$ cat src/rtl/icache_pkg.sv
// Package: shared controller state type for the instruction cache.
// Assumes: nothing beyond the importing modules.
package icache_pkg;
    typedef enum logic [2:0] {
        ST_IDLE,
        ST_LOOKUP,
        ST_REQ,
        ST_FILL,
        ST_DONE
    } cache_st_e;
endpackage

$ cat src/rtl/icache_tags.sv
// Tag and valid storage, one entry per line.
// Assumes: a single write port used only at the end of a refill; reads are combinational.
module icache_tags #(
    parameter int IDX_W = 3,
    parameter int TAG_W = 6
) (
    input  logic             clk,
    input  logic             rst_n,
    input  logic [IDX_W-1:0] rd_idx,
    output logic             rd_valid,
    output logic [TAG_W-1:0] rd_tag,
    input  logic             wr_en,
    input  logic [IDX_W-1:0] wr_idx,
    input  logic [TAG_W-1:0] wr_tag
);
    localparam int LINES = 1 << IDX_W;

    logic [LINES-1:0] valid_q;
    logic [TAG_W-1:0] tag_q [LINES];

    // Valid flags: cleared by reset, set when a line refill completes.
    always_ff @(posedge clk) begin
        if (!rst_n) begin
            valid_q <= '0;
        end else if (wr_en) begin
            valid_q[wr_idx] <= 1'b1;
        end
    end

    // Tag storage: written together with the valid flag.
    generate
        for (genvar g = 0; g < LINES; g++) begin : g_tag
            always_ff @(posedge clk) begin
                if (!rst_n) begin
                    tag_q[g] <= '0;
                end else if (wr_en && wr_idx == IDX_W'(g)) begin
                    tag_q[g] <= wr_tag;
                end
            end
        end
    endgenerate

    // Lookup port.
    assign rd_valid = valid_q[rd_idx];
    assign rd_tag   = tag_q[rd_idx];
endmodule

$ cat src/rtl/icache_data.sv
// Line data storage, addressed by index and word offset.
// Assumes: one write per cycle during a refill; reads are combinational.
module icache_data #(
    parameter int IDX_W  = 3,
    parameter int OFF_W  = 3,
    parameter int DATA_W = 32
) (
    input  logic              clk,
    input  logic              wr_en,
    input  logic [IDX_W-1:0]  wr_idx,
    input  logic [OFF_W-1:0]  wr_off,
    input  logic [DATA_W-1:0] wr_data,
    input  logic [IDX_W-1:0]  rd_idx,
    input  logic [OFF_W-1:0]  rd_off,
    output logic [DATA_W-1:0] rd_data
);
    localparam int WORDS = 1 << (IDX_W + OFF_W);

    logic [DATA_W-1:0] mem_q [WORDS];

    // Beat write from the burst return path.
    always_ff @(posedge clk) begin
        if (wr_en) begin
            mem_q[{wr_idx, wr_off}] <= wr_data;
        end
    end

    // Word read for a hit.
    assign rd_data = mem_q[{rd_idx, rd_off}];
endmodule

$ cat src/rtl/icache_ctrl.sv
// Cache controller: accepts one fetch at a time, looks it up, refills on a miss.
// Assumes: the requester holds s_address while s_waitrequest is 1, and the
// memory returns exactly as many beats as it was asked for.
module icache_ctrl
    import icache_pkg::*;
#(
    parameter int ADDR_W = 12,
    parameter int IDX_W  = 3,
    parameter int OFF_W  = 3,
    parameter int DATA_W = 32,
    parameter int BC_W   = 4
) (
    input  logic              clk,
    input  logic              rst_n,
    input  logic [ADDR_W-1:0] s_address,
    input  logic              s_read,
    output logic              s_waitrequest,
    output logic [DATA_W-1:0] s_readdata,
    output logic [ADDR_W-1:0] m_address,
    output logic              m_read,
    output logic [BC_W-1:0]   m_burstcount,
    input  logic              m_waitrequest,
    input  logic              m_readdatavalid,
    output logic [IDX_W-1:0]  lk_idx,
    output logic [OFF_W-1:0]  lk_off,
    input  logic              lk_valid,
    input  logic [ADDR_W-IDX_W-OFF_W-1:0] lk_tag,
    input  logic [DATA_W-1:0] lk_data,
    output logic              tag_we,
    output logic              data_we,
    output logic [OFF_W-1:0]  beat_off
);
    localparam int TAG_W = ADDR_W - IDX_W - OFF_W;
    localparam int LINE_WORDS = 1 << OFF_W;
    localparam logic [OFF_W-1:0] LAST_BEAT = OFF_W'(LINE_WORDS - 1);

    cache_st_e         state_q;
    logic [ADDR_W-1:0] req_q;
    logic [OFF_W-1:0]  beat_q;
    logic [DATA_W-1:0] out_q;
    logic [TAG_W-1:0]  req_tag;
    logic              hit;

    assign req_tag = req_q[ADDR_W-1 -: TAG_W];
    assign lk_idx  = req_q[OFF_W +: IDX_W];
    assign lk_off  = req_q[OFF_W-1:0];
    assign hit     = lk_valid && (lk_tag == req_tag);

    // Request sequencing: capture, lookup, burst request, beat collection, reply.
    always_ff @(posedge clk) begin
        if (!rst_n) begin
            state_q <= ST_IDLE;
            req_q   <= '0;
            beat_q  <= '0;
            out_q   <= '0;
        end else begin
            unique case (state_q)
                ST_IDLE: begin
                    if (s_read) begin
                        req_q   <= s_address;
                        state_q <= ST_LOOKUP;
                    end
                end
                ST_LOOKUP: begin
                    if (hit) begin
                        out_q   <= lk_data;
                        state_q <= ST_DONE;
                    end else begin
                        state_q <= ST_REQ;
                    end
                end
                ST_REQ: begin
                    if (!m_waitrequest) begin
                        beat_q  <= '0;
                        state_q <= ST_FILL;
                    end
                end
                ST_FILL: begin
                    if (m_readdatavalid) begin
                        beat_q <= beat_q + 1'b1;
                        if (beat_q == LAST_BEAT) begin
                            state_q <= ST_LOOKUP;
                        end
                    end
                end
                ST_DONE: state_q <= ST_IDLE;
                default: state_q <= ST_IDLE;
            endcase
        end
    end

    // Port and storage control decoded from the state.
    always_comb begin
        s_waitrequest = (state_q != ST_DONE);
        s_readdata    = out_q;
        m_read        = (state_q == ST_REQ);
        m_address     = {req_q[ADDR_W-1:OFF_W], {OFF_W{1'b0}}};
        m_burstcount  = BC_W'(LINE_WORDS);
        data_we       = (state_q == ST_FILL) && m_readdatavalid;
        tag_we        = data_we && (beat_q == LAST_BEAT);
        beat_off      = beat_q;
    end
endmodule

$ cat src/rtl/icache_top.sv
// Read-only direct-mapped instruction cache with whole-line burst refill.
// Assumes: 32-bit words, word addressing on both ports, no writes from the fetch side.
module icache_top #(
    parameter int ADDR_W = 12,
    parameter int IDX_W  = 3,
    parameter int OFF_W  = 3,
    parameter int DATA_W = 32,
    parameter int BC_W   = OFF_W + 1
) (
    input  logic              clk,
    input  logic              rst_n,
    input  logic [ADDR_W-1:0] s_address,
    input  logic              s_read,
    output logic [DATA_W-1:0] s_readdata,
    output logic              s_waitrequest,
    output logic [ADDR_W-1:0] m_address,
    output logic              m_read,
    output logic [BC_W-1:0]   m_burstcount,
    input  logic              m_waitrequest,
    input  logic [DATA_W-1:0] m_readdata,
    input  logic              m_readdatavalid
);
    localparam int TAG_W = ADDR_W - IDX_W - OFF_W;

    logic [IDX_W-1:0]  lk_idx;
    logic [OFF_W-1:0]  lk_off;
    logic              lk_valid;
    logic [TAG_W-1:0]  lk_tag;
    logic [DATA_W-1:0] lk_data;
    logic              tag_we;
    logic              data_we;
    logic [OFF_W-1:0]  beat_off;

    icache_ctrl #(
        .ADDR_W(ADDR_W), .IDX_W(IDX_W), .OFF_W(OFF_W), .DATA_W(DATA_W), .BC_W(BC_W)
    ) u_ctrl (
        .clk(clk), .rst_n(rst_n),
        .s_address(s_address), .s_read(s_read),
        .s_waitrequest(s_waitrequest), .s_readdata(s_readdata),
        .m_address(m_address), .m_read(m_read), .m_burstcount(m_burstcount),
        .m_waitrequest(m_waitrequest), .m_readdatavalid(m_readdatavalid),
        .lk_idx(lk_idx), .lk_off(lk_off), .lk_valid(lk_valid), .lk_tag(lk_tag),
        .lk_data(lk_data), .tag_we(tag_we), .data_we(data_we), .beat_off(beat_off)
    );

    icache_tags #(.IDX_W(IDX_W), .TAG_W(TAG_W)) u_tags (
        .clk(clk), .rst_n(rst_n),
        .rd_idx(lk_idx), .rd_valid(lk_valid), .rd_tag(lk_tag),
        .wr_en(tag_we), .wr_idx(lk_idx), .wr_tag(m_address[ADDR_W-1 -: TAG_W])
    );

    icache_data #(.IDX_W(IDX_W), .OFF_W(OFF_W), .DATA_W(DATA_W)) u_data (
        .clk(clk),
        .wr_en(data_we), .wr_idx(lk_idx), .wr_off(beat_off), .wr_data(m_readdata),
        .rd_idx(lk_idx), .rd_off(lk_off), .rd_data(lk_data)
    );
endmodule

$ cat config.mk
export PLATFORM = sky130hd
export DESIGN_NAME = icache_top
export DESIGN_NICKNAME = d
export VERILOG_FILES = /design/src/rtl/icache_pkg.sv /design/src/rtl/icache_tags.sv /design/src/rtl/icache_data.sv /design/src/rtl/icache_ctrl.sv /design/src/rtl/icache_top.sv
export SDC_FILE = /design/constraint.sdc
export NUM_CORES = 2
export LEC_CHECK = 0
export BUFFER_PORTS_ARGS = -buffer_cell sky130_fd_sc_hd__clkbuf_2
export CAP_MARGIN = 20
export CORE_ASPECT_RATIO = 0.9
export CORE_MARGIN = 2
export CORE_UTILIZATION = 50
export CTS_BUF_LIST = sky130_fd_sc_hd__clkbuf_16
export DETAILED_ROUTE_END_ITERATION = 6
export PLACE_DENSITY = 0.66
export SLEW_MARGIN = 20
export SYNTH_ARGS = -nofsm -noshare
export SYNTH_HDL_FRONTEND = slang
export SYNTH_SLANG_ARGS = --single-unit
$ cat constraint.sdc
create_clock -name clk -period 4.3 [get_ports clk]
set_clock_uncertainty 0.2 [all_clocks]
set_input_delay 0.215 -clock clk [delete_from_list [all_inputs] [get_ports clk]]
set_output_delay 0.215 -clock clk [all_outputs]
set_load 0.05 [all_outputs]
=== Yosys cells after proc, flatten, opt, wreduce, memory -nomap -nowiden ===
Memories as Yosys holds them, arrays and structs flattened. A register that Yosys moved wholly into a read port is not among the register bits.
Cells that the tools add are included.

* Register bits after elaboration: 26
* Latch bits: 0
* Memory bits (writable): 2096
* Bits in read-only memories: 0
* Output and inout port bits: 50
* Word-level logic and storage cells: 105
* Memories kept: 2

* Add/sub/neg operators: 1
* Multipliers: 0
* Divide/modulo/power cells: 0
* Order comparisons: 2
* Eq/ne operators: 17
* Shift operators: 0
* Multiplexer cells: 50
* Bitwise logic cells: 9
* Reductions and logical operators: 20

{| class="wikitable"
|+ Memory list
! memory !! words !! width !! rd ports !! clocked after Yosys merged registers in !! write ports !! RTL line !! RTL
|-
| u_data.mem_q || 64 || 32 || 1 || 1 || 1 || icache_data.sv:19 || <nowiki>logic [DATA_W-1:0] mem_q [WORDS];</nowiki>
|-
| u_tags.tag_q || 8 || 6 || 1 || 1 || 8 || icache_tags.sv:19 || <nowiki>logic [TAG_W-1:0] tag_q [LINES];</nowiki>
|}

{| class="wikitable"
|+ Operator list
! operator !! count
|-
| 2-to-1 mux 6 bit || 8
|-
| 2-to-1 mux 1 bit || 29
|-
| 2-to-1 mux 3 bit || 9
|-
| == test 3 bit (second input constant) || 5
|-
| == test 3 x 2 -> 1 bit (second input constant) || 4
|-
| logical AND 1 bit || 12
|-
| one-hot mux 3 bit (4 select lines) || 1
|-
| bitwise OR 1 bit || 8
|-
| bitwise OR 8 bit || 1
|-
| == test 3 x 1 -> 1 bit (second input constant) || 2
|-
| == test 6 bit || 1
|-
| logical NOT 3 bit || 2
|-
| inequality test 2 bit (second input constant) || 3
|-
| one-hot mux 3 bit (2 select lines) || 1
|-
| less-than comparator 3 x 4 -> 1 bit (second input constant) || 1
|-
| AND reduction 2 bit || 2
|-
| AND reduction 4 bit || 1
|-
| adder 3 x 1 -> 3 bit (second input constant) || 1
|-
| binary-select mux 1 bit (select 3 bit) || 1
|-
| demux 1 bit (select 3 bit) || 1
|-
| >= comparator 3 x 1 -> 1 bit (second input constant) || 1
|-
| inequality test 3 bit (second input constant) || 1
|-
| AND reduction 3 bit || 1
|-
| inequality test 2 x 1 -> 1 bit (second input constant) || 1
|-
| 2 further kinds || 2
|}

=== Logic depth before layout (Yosys ltp) ===
* Depth after elaboration: 8
* Gate-level depth with buffers: 13

=== Hierarchy ===
A second synthesis with hierarchy kept.

* Cell total of the unflattened synthesis: 3720
* Area total of the unflattened synthesis: 82640.5 um^2

{| class="wikitable"
|+ Modules (own cells, without submodules)
! module !! instances !! cells an instance !! area each (um^2) !! seq. area each (um^2)
|-
| icache_data || 1 || 3292 || 77874.7 || 61499.0
|-
| icache_tags || 1 || 178 || 2547.4 || 1601.5
|-
| icache_ctrl || 1 || 250 || 2218.4 || 1001.0
|}

=== Worst setup path after synthesis ===
Ideal clock, no wire load.

* Path kind: flip-flop to flip-flop
* Start: reg u_ctrl.req_q[3]
* End: mem u_data.mem_q[10][0], enable pin
* Setup time: 0.421 ns
* Arrival time: 3.063 ns
* Setup slack: 0.615 ns
* Stages on the path, launching flop included: 6
* Path buffers: 2
* Cell sequence: dfxtp_1 -> clkbuf_1 -> nor2b_1 -> clkbuf_1 -> nand2_1 -> nor2_1

{| class="wikitable"
|+ RTL lines
! item !! RTL line !! RTL
|-
| start, declared || icache_ctrl.sv:38 || <nowiki>logic [ADDR_W-1:0] req_q;</nowiki>
|-
| start signal, assigned || icache_ctrl.sv:60 || <nowiki>req_q <= s_address;</nowiki>
|-
| end, declared || icache_data.sv:19 ||
|}

Straight into the memory's write port.

==> summary by stage <==
Status
The run finished with clean final reports.

Worst setup path
At the worst endpoint, the required time is 4810 ps. The worst reg2reg path endpoint is u_ctrl.s_readdata[25]$_SDFFE_PN0P_. The capturing instance or port of the critical path is u_ctrl.s_readdata[25]$_SDFFE_PN0P_. The setup check on the worst reg-to-reg path leaves a slack of 790 ps. The capturing element type of the critical path is a register. The worst setup path is of the reg2reg kind. The number of cells on the worst reg-to-reg path is 8. STA classifies the critical path startpoint as a register. The highest fanout seen on the critical path is 44. The arrival time of the worst setup path is 4020 ps.

Global route
The overall fraction of global-route tracks in use is 0.267. The via count of the first global-routing pass is 43300. The largest net degree at the start of global routing is 68.

The initial antenna violation count is 10. The wire length of the first global-routing pass is 321000 um. The global-route congestion overflow total is 0.

STA
For the final routed database, the setup TNS stands at 0 ps. Subtracting the final worst setup slack from the clock period gives 3510 ps. Measured against its own limit, the worst slew margin works out to 0.296. Setup violations remaining at the end of the flow were counted as 0. The final worst-path cycle share is 0.817. The number of hold violations in the final report came to 0. The max-slew violation total from the final report is 0. The final critical-path setup slack is 788 ps. On the final layout, the worst hold slack is 108 ps.

Derived from the worst setup path, the maximum achievable clock frequency is 0.285 GHz. Setup repair after global routing left no endpoint under its margin. The transition time at the pin with the least slew margin is 1050 ps.

CTS
The clock passes through at most 3 buffers. The clock transition at the registers of the reported paths is 60 ps. The buffer cell driving the clock tree root is clkbuf_16. Counting the buffers created by CTS gives 205.

The H-tree was split into 4 levels. TritonCTS built the clock tree. For this design, the sink count on the clock tree is 2157. The clock latency at the later pin of the worst-skew pair is 830 ps. Gates resized during post-CTS repair numbered 0.

Floorplanning
The area of the core is 166000 um2. The chip height is 391 um. The floorplan has 142 rows.

The initial cell density of the core is 0.502. The width of the chip is 434 um. The I/O pin count is 99. The die covers 170000 um2.

Routing
The number of nets with antenna violations after detailed routing is 0. Dividing the detail-routed wire length by the instance count gives 32.7 um. The via count normalized by instance count is 6.38. The detailed-route via count is 44300. The number of iterations in the first detailed-routing pass is 6. After detailed routing, the number of remaining DRC violations is 0. After detailed routing, the total wire length is 227000 um. The detailed router's first-iteration violation count is 6150.

Placed design
Port buffering added 91 buffers. The cell area after placement is 88300 um2. Routability-driven placement finished with a final weighted congestion of 0.858.

The pre-CTS worst setup slack is 830 ps. The half-perimeter wire length after detailed placement is 129000 um.

Power and ir drop
For this design the static power due to leakage is 29.7 nW. IR analysis of the VDD net gives a maximum drop of 0.320 mV. The areal power density over the cells is 453 nW/um2.

Synthesis
The post-synthesis instance total is 4186. During synthesis, Yosys emitted a total of 0 warnings. By count the netlist is led by 2096 x edfxtp_1, 331 x mux2i_1, 283 x mux4_2, 190 x a21oi_1, 190 x mux2_2. The most common cell in the synthesized netlist is edfxtp_1. For this run, the leading register cell type out of synthesis is edfxtp_1. Yosys mapped the design onto 55 distinct sky130hd cell types. For this run, the register share of the synthesized area comes to 0.771. The area share of the leading cell type in the synthesized netlist is 0.756. The largest area contributor in the netlist is edfxtp_1. Yosys mapped a number of flops with a built-in enable equal to 2096. The cell area that synthesis handed to floorplanning was 83200 um2. The number of flip-flops and latches in the synthesized netlist is 2157. The average cell area after synthesis is 19.9 um2. By area the synthesized netlist is led by edfxtp_1 76%, mux4_2 7.7%, mux2i_1 4.0%. Of all flip-flops after synthesis, the portion carrying an async set or reset was 0.

Cells and area
After routing the design area is 95600 um2. Compared with the post-synthesis result, the final layout area differs by 14.8%. The ratio of cells with drive above 1 in the final layout is 0.247. The post-layout net count is 4584.

Run
The max-capacitance violation count is 0.

Min path
The path class of the lowest-slack min-delay path is in2reg.
-- power breakdown --
| group | total (mW) | internal, mW | switching, mW |
|---|---|---|---|
| registers | 23.2 | 23.1 | 0.0825 |
| logic | 2.59 | 0.970 | 1.62 |
| clock network | 17.6 | 9.90 | 7.69 |
-- area by class of cell --
type                            instances  area, um2
Fill cell                           12100      70400
Sequential cell                      2157      64200
Multi-Input combinational cell       1759      18400
Clock buffer                          211       5280
Timing Repair Buffer                  405       3650
Tap cell                             2232       2790
Clock inverter                        168       1220
Inverter                                5       18.8
Antenna cell                            1       2.50
-- flip-flops by register name, indices dropped and copies added (netlist names), named ones only --
register,cells
u_data.mem_q,2048
u_tags.tag_q,48
u_ctrl.s_readdata,32
u_ctrl.req_q,12
u_tags.valid_q,8
u_ctrl.beat_off,3
u_ctrl.state_q,3
-- worst min-delay path by stage --
stage / to / cells past startpoint / from / slack [ps]
6_report: register / 4 / s_address[3] / 110
2_1_floorplan: u_data.mem_q[0][0]$_DFFE_PP_ / 0 / m_readdata[0] / 110
3_3_place_gp: u_tags.valid_q[6]$_SDFFE_PN0P_ / 1 / u_tags.valid_q[6]$_SDFFE_PN0P_ / 230
4_1_cts: register / 4 / s_address[3] / 30
5_1_grt: register / 4 / s_address[3] / 110
3_5_place_dp: u_tags.valid_q[6]$_SDFFE_PN0P_ / 1 / u_tags.valid_q[6]$_SDFFE_PN0P_ / 230
-- what timing repair did --
item,4_1_cts,5_1_grt
buffers inserted,0,0
endpoints found under the hold margin,1462,474
hold buffers,64,8
-- metal layers --
metal / wire length (um) / vias to the layer above / global-route usage / share of wire
li1: - / 18000 / - / -
met1: 93300 / 23400 / 0.395 / 0.41
met2: 105000 / 2479 / 0.409 / 0.46
met3: 22700 / 344 / 0.0528 / 0.10
met4: 5750 / 10 / 0.0727 / 0.025
met5: 58 / - / 0 / 0.00026
-- critical path: stages, from the launching register on --
cell,delay (ps)
dfxtp_1,710
mux4_1,630
mux2i_1,170
xnor2_1,110
or3b_1,380
nor4_2,370
buf_12,390
mux2i_1,260
nor2b_1,60
-- metrics by stage --
step           power (mW)   util  cells
5_1_grt              44.5  0.576   6937
2_1_floorplan        25.0      -   4191
3_3_place_gp         26.1  0.532   6483
6_report             43.3  0.576   6938
4_1_cts              43.5  0.575   6928
3_5_place_dp         26.1  0.532   6485
-- cells by family (layout without fill, tap and decap cells) --
family / after synthesis / count (layout) / synth area share
other cells: 2 / 8 / 0.0000902
fa+ha+maj: 2 / 2 / 0.000301
buf+inv: 275 / 789 / 0.0146
simple gates: 367 / 367 / 0.0229
flops: 2157 / 2157 / 0.771
mux: 806 / 806 / 0.143
compound gates: 571 / 571 / 0.0481
xor+xnor: 6 / 6 / 0.000631
-- cells in the final DEF, fill, tap and decap left out, types with 46 or more instances in the layout --
| cell | netlist | layout |
|---|---|---|
| mux2_2 | 190 | 190 |
| edfxtp_1 | 2096 | 2096 |
| nor2b_1 | 50 | 46 |
| nor2_4 | 0 | 64 |
| o221ai_1 | 164 | 164 |
| buf_12 | 1 | 50 |
| dfxtp_1 | 61 | 57 |
| a211oi_1 | 47 | 47 |
| mux4_2 | 283 | 283 |
| inv_1 | 5 | 67 |
| nand2_1 | 68 | 66 |
| clkbuf_2 | 0 | 81 |
| mux2i_1 | 331 | 331 |
| buf_4 | 14 | 196 |
| nand4_1 | 49 | 49 |
| clkbuf_16 | 0 | 211 |
| and2_1 | 51 | 51 |
| dlygate4sd3_1 | 0 | 72 |
| a21oi_1 | 190 | 190 |
No activity file was read; power rests on OpenSTA's default activity.
